--- config.mk ---
export PLATFORM = sky130hd
export DESIGN_NAME = ipi_mailbox_ctrl
export DESIGN_NICKNAME = d
export VERILOG_FILES = /design/src/rtl/ipi_pkg.sv /design/src/rtl/ipi_rst_sync.sv /design/src/rtl/ipi_decode.sv /design/src/rtl/ipi_slot.sv /design/src/rtl/ipi_mailbox_ctrl.sv
export SDC_FILE = /design/constraint.sdc
export NUM_CORES = 1
export LEC_CHECK = 0
export ABC_AREA = 1
export BUFFER_PORTS_ARGS = -buffer_cell sky130_fd_sc_hd__buf_2
export CORE_UTILIZATION = 56
export DETAILED_ROUTE_END_ITERATION = 12
export HOLD_SLACK_MARGIN = 0.02
export PLACE_DENSITY_LB_ADDON = 0.08
export REMOVE_ABC_BUFFERS = 1
export SETUP_SLACK_MARGIN = 0.3
export SYNTH_ARGS = -nofsm -noshare
export SYNTH_HDL_FRONTEND = slang
export SYNTH_SLANG_ARGS = --single-unit
--- constraint.sdc ---
create_clock -name clk -period 3.95 [get_ports clk]
set_clock_uncertainty 0.05 [all_clocks]
set_input_delay 0.1975 -clock clk [delete_from_list [all_inputs] [get_ports clk]]
set_output_delay 0.1975 -clock clk [all_outputs]
set_load 0.05 [all_outputs]
--- src/rtl/ipi_pkg.sv ---
package ipi_pkg;
  localparam int IDW       = 14;  // core-number field width
  localparam int PLW       = 16;  // payload width
  localparam int ACK_BIT   = 31;
  localparam int SEND_BIT  = 30;
  localparam int TGT_LO    = 16;
  localparam int TGT_HI    = TGT_LO + IDW - 1;

  typedef struct packed {
    logic           pend;
    logic [IDW-1:0] src;
    logic [PLW-1:0] data;
  } mbox_t;
endpackage

--- src/rtl/ipi_rst_sync.sv ---
module ipi_rst_sync (
  input  logic clk,
  input  logic rst_n,
  output logic rst_q_n
);
  logic s1_q;

  always_ff @(posedge clk or negedge rst_n) begin
    if (!rst_n) begin
      s1_q    <= 1'b0;
      rst_q_n <= 1'b0;
    end else begin
      s1_q    <= 1'b1;
      rst_q_n <= s1_q;
    end
  end
endmodule

--- src/rtl/ipi_decode.sv ---
module ipi_decode #(
  parameter int NCORES = 4,
  parameter int AW     = $clog2(NCORES) + 3,
  parameter int CW     = AW - 3
) (
  input  logic          bus_sel,
  input  logic          bus_we,
  input  logic [AW-1:0] bus_addr,
  output logic          wr_cmd,
  output logic          rd_mbox,
  output logic [CW-1:0] slot,
  output logic          slot_ok
);
  logic is_mbox;

  always_comb begin
    is_mbox = bus_addr[2];
    slot    = bus_addr[AW-1:3];
    slot_ok = (32'(slot) < NCORES);
    wr_cmd  = bus_sel &&  bus_we && !is_mbox && slot_ok;
    rd_mbox = bus_sel && !bus_we &&  is_mbox && slot_ok;
  end
endmodule

--- src/rtl/ipi_slot.sv ---
module ipi_slot
  import ipi_pkg::*;
(
  input  logic           clk,
  input  logic           rst_n,
  input  logic           ack_i,
  input  logic           send_i,
  input  logic [IDW-1:0] src_i,
  input  logic [PLW-1:0] data_i,
  output mbox_t          mbox_o
);
  mbox_t mbox_d;
  logic  mbox_en;

  // acknowledge first, then delivery: a delivery in the same cycle wins
  always_comb begin
    mbox_en = ack_i | send_i;
    mbox_d  = mbox_o;
    if (ack_i) begin
      mbox_d = '0;
    end
    if (send_i) begin
      mbox_d.pend = 1'b1;
      mbox_d.src  = src_i;
      mbox_d.data = data_i;
    end
  end

  always_ff @(posedge clk or negedge rst_n) begin
    if (!rst_n) begin
      mbox_o <= '0;
    end else if (mbox_en) begin
      mbox_o <= mbox_d;
    end
  end
endmodule

--- src/rtl/ipi_mailbox_ctrl.sv ---
module ipi_mailbox_ctrl
  import ipi_pkg::*;
#(
  parameter int NCORES = 4,
  parameter int AW     = $clog2(NCORES) + 3
) (
  input  logic              clk,
  input  logic              rst_n,
  input  logic              bus_sel,
  input  logic              bus_we,
  input  logic [AW-1:0]     bus_addr,
  input  logic [31:0]       bus_wdata,
  output logic [31:0]       bus_rdata,
  output logic [NCORES-1:0] irq_o
);
  localparam int CW = AW - 3;

  logic           rst_q_n;
  logic           wr_cmd;
  logic           rd_mbox;
  logic [CW-1:0]  slot;
  logic           slot_ok;
  logic [IDW-1:0] tgt;
  mbox_t          mbox [NCORES];
  logic [NCORES-1:0] ack_v;
  logic [NCORES-1:0] send_v;

  ipi_rst_sync u_rst (
    .clk     (clk),
    .rst_n   (rst_n),
    .rst_q_n (rst_q_n)
  );

  ipi_decode #(.NCORES(NCORES), .AW(AW), .CW(CW)) u_dec (
    .bus_sel  (bus_sel),
    .bus_we   (bus_we),
    .bus_addr (bus_addr),
    .wr_cmd   (wr_cmd),
    .rd_mbox  (rd_mbox),
    .slot     (slot),
    .slot_ok  (slot_ok)
  );

  assign tgt = bus_wdata[TGT_HI:TGT_LO];

  for (genvar k = 0; k < NCORES; k++) begin : g_slot
    assign ack_v[k]  = wr_cmd && (slot == CW'(k)) && bus_wdata[ACK_BIT];
    assign send_v[k] = wr_cmd && (tgt == IDW'(k)) && bus_wdata[SEND_BIT];

    ipi_slot u_slot (
      .clk    (clk),
      .rst_n  (rst_q_n),
      .ack_i  (ack_v[k]),
      .send_i (send_v[k]),
      .src_i  (IDW'(slot)),
      .data_i (bus_wdata[PLW-1:0]),
      .mbox_o (mbox[k])
    );

    assign irq_o[k] = mbox[k].pend;
  end

  always_comb begin
    bus_rdata = '0;
    if (rd_mbox && slot_ok) begin
      bus_rdata = {1'b0, mbox[slot]};
    end
  end
endmodule

==> parameters.txt <==
Parameter                              Value

Yosys
  Synthesized area    4220 sq um
  Top cell type's share of synthesized area    46.3%
  Avg Synthesized Cell Area    7.57 sq um
  Share of the yosys chip area belonging to registers    46.3%
  Register bit count reported by yosys    78
  Post-synthesis instance total    557
  Number of distinct library cells after synthesis    20
  Cell type with the highest aggregate area in the netlist    dfrtp_1
  Warnings, synthesis    0
  Dominant cells by area after synthesis    dfrtp_1, nand2_1, nand3_1, buf_4, nor2_1

Global routing
  Vias in the first global route    3471
  Pin count of the biggest net entering global routing    67
  First-pass GRT wire length    17000 microns
  Aggregate global-route resource usage    29.1%
  Overflow left after global routing    0
  Initial antenna violation count    0

Floorplanning
  Floorplan core area    7250 sq um
  Number of top-level design ports    77
  Die height    88.8 microns
  Row Count    31
  Floorplan die area    7880 sq um
  Starting density of the core    58.2%
  Horiz. Die Dim    88.8 microns

Finish
  Fraction of layout cells with a size suffix above 1    16.9%
  Final Core Density    62.9%
  Number of antenna repair diodes    0
  Total of fill cells in the finished design    706
  Post-synthesis to final-layout area growth    8.22%
  Area used by multi-input combinational logic    1920 sq um
  Final Net Count    639
  Sequential standard cell area    1950 sq um

Pwr
  Pwr dens    320 nW/um^2
  Lkg Pwr    2.64 nW
  Peak supply drop    0.272 mV
  Total power    0.00146 W

Routing
  DRT Pass-1 Iters    5
  Residual antenna-violating net count after detailed routing    0
  Routed wire length per instance    14.7 microns
  Number of DRC violations after detailed routing    0
  Overall via count from detail_route    3727
  Vias/cell    5.31
  1st-iter DRT viols    374
  Post-detailed-routing wire length    10400 microns

CTS
  Post-CTS Setup Repair Bufs    0
  CTS tree    built
  Root buffer cell    clkbuf_8
  Clock buffer depth    2
  Depth of the CTS H-tree    3
  Number of sinks on the clock net    78
  Inserted Clock Buffers    9
  Latest clock arrival within the worst-skew pair    0.35 ns
  Clock input transition at the sequential cells of the worst setup and hold paths    0.08 ns

Placed design
  Dpl hpwl    6080 microns
  RD Place Congestion    0.762
  Count of input and output buffers    61

STA
  Final Max Slew Viols    0
  Count of endpoints failing setup in the final report    0
  Headroom to the max-slew limit    38.0%
  Peak clock frequency supported by timing    0.506 GHz
  Setup repair after global routing missed its margin    false
  Final hold slack    0.0655 ns
  Hold violation total from the final report    0
  Minimum clock period after layout    1.98 ns
  Part of the cycle the worst path needs    50.0%
  Actual transition at the worst max-transition pin    0.927 ns
  Setup TNS    0 ns

Setup path
  Path type of the worst setup path    in -> out
  Required arrival time at the worst endpoint    3.70 ns
  Arrival time at the worst endpoint    1.73 ns
  Critical path endpoint category    primary output
  Crit-path max FO    20
  CP Launch Type    input port

Job
  Max-cap check violation count    0

Run status
  Run status    completed

Min path
  Hold Path Class    in -> reg
==> synthesized netlist by cell type <==
cell type,number
conb_1,2
nor2_1,43
nand3_2,5
nand3b_1,1
nand3_4,1
dfrtp_1,78
nor2_4,4
clkbuf_1,1
inv_2,1
buf_4,22
inv_1,13
nor2_2,6
nor2_8,1
nand2_2,4
buf_6,6
buf_2,17
and2_1,1
nand3_1,148
nand2_1,202
buf_8,1
==> timing repair <==
| action | in CTS | in global routing |
|---|---|---|
| hold endpoints to repair | 2 | 0 |
| hold buffers | 1 | 0 |
| gates resized for setup | 0 | 0 |
==> layer usage <==
layer / global-route usage, % / share of wire (%) / vias to the layer above
met5: 0 / 0 / -
met4: 9.53 / 1.4 / 0
met3: 4.38 / 6.3 / 12
met2: 50.8 / 50 / 122
met1: 37.3 / 43 / 1746
li1: - / - / 1847
==> registers in the layout, indices dropped and copies added, names as in the netlist <==
| name | count |
|---|---|
| u_rst.s1_q | 1 |
| u_rst.rst_q_n | 1 |
| g_slot.u_slot.mbox_o | 76 |
==> final cells by class <==
type | count | share of cell area, %
Sequential cell | 78 | 42.8
Multi-Input combinational cell | 430 | 42.1
Timing Repair Buffer | 65 | 7.40
Clock buffer | 11 | 3.10
Tap cell | 99 | 2.71
Inverter | 14 | 1.15
Clock inverter | 5 | 0.740
==> worst max-delay path: stages <==
cell and delay, ns:
buf_2 0.14, inv_1 0.09, nand2_1 0.06, inv_1 0.59, nand2_1 0.10, nand2_1 0.10, nor2_1 0.06, nor2_1 0.10
buf_2 0.30
==> power by group <==
part	switching, W	internal (W)	total (W)
registers	0.00000456	0.000799	0.000803
logic	0.0000867	0.0000216	0.000108
clock network	0.000302	0.000246	0.000548
total	0.000394	0.00107	0.00146
==> worst paths after layout <==
path / start / to / slack (ns) / cells after the start
worst max-delay path: bus_addr[4] / bus_rdata[2] / 1.97 / 9
worst min-delay path: bus_wdata[6] / g_slot[2].u_slot.mbox_o[6] / 0.07 / 3
worst max register to register: u_rst.rst_q_n / g_slot[2].u_slot.mbox_o[2] / 2.56 / 1
worst min register to register: u_rst.rst_q_n / g_slot[3].u_slot.mbox_o[14] / 0.19 / 0
max in group asynchronous: u_rst.rst_q_n / g_slot[2].u_slot.mbox_o[2] / 2.56 / 1
min in group asynchronous: rst_n / u_rst.rst_q_n / 0.10 / 2
==> kinds of logic (layout without fill, tap and decap cells) <==
logic type	after synthesis	count (layout)	share of synthesized area, %
buffers and inverters	61	95	9.23
DFF	78	78	46.3
other	2	14	0.178
and+or+nand+nor	416	416	44.3
==> metrics by stage <==
stage / setup WS, ns / instance area (sq um) / std cells
floorplan: 1.57 / 3930 / 522
global placement: 1.99 / 4380 / 685
detailed placement: 1.96 / 4380 / 685
CTS: 2.02 / 4560 / 702
global route: 1.82 / 4560 / 702
finish: 1.97 / 4560 / 702
==> layout by cell type, fill, tap and decap left out, types with 2 or more instances in the layout <==
cell,netlist,layout
nor2_4,4,4
clkinv_2,0,2
nor2_1,43,43
buf_4,22,3
nand2_1,202,202
clkinvlp_4,0,2
nand2_2,4,4
nor2_2,6,6
buf_2,17,61
conb_1,2,14
nand3_2,5,5
nand3_1,148,148
clkbuf_8,0,10
inv_1,13,13
dfrtp_1,78,77
No activity file was read; power rests on OpenSTA's default activity.
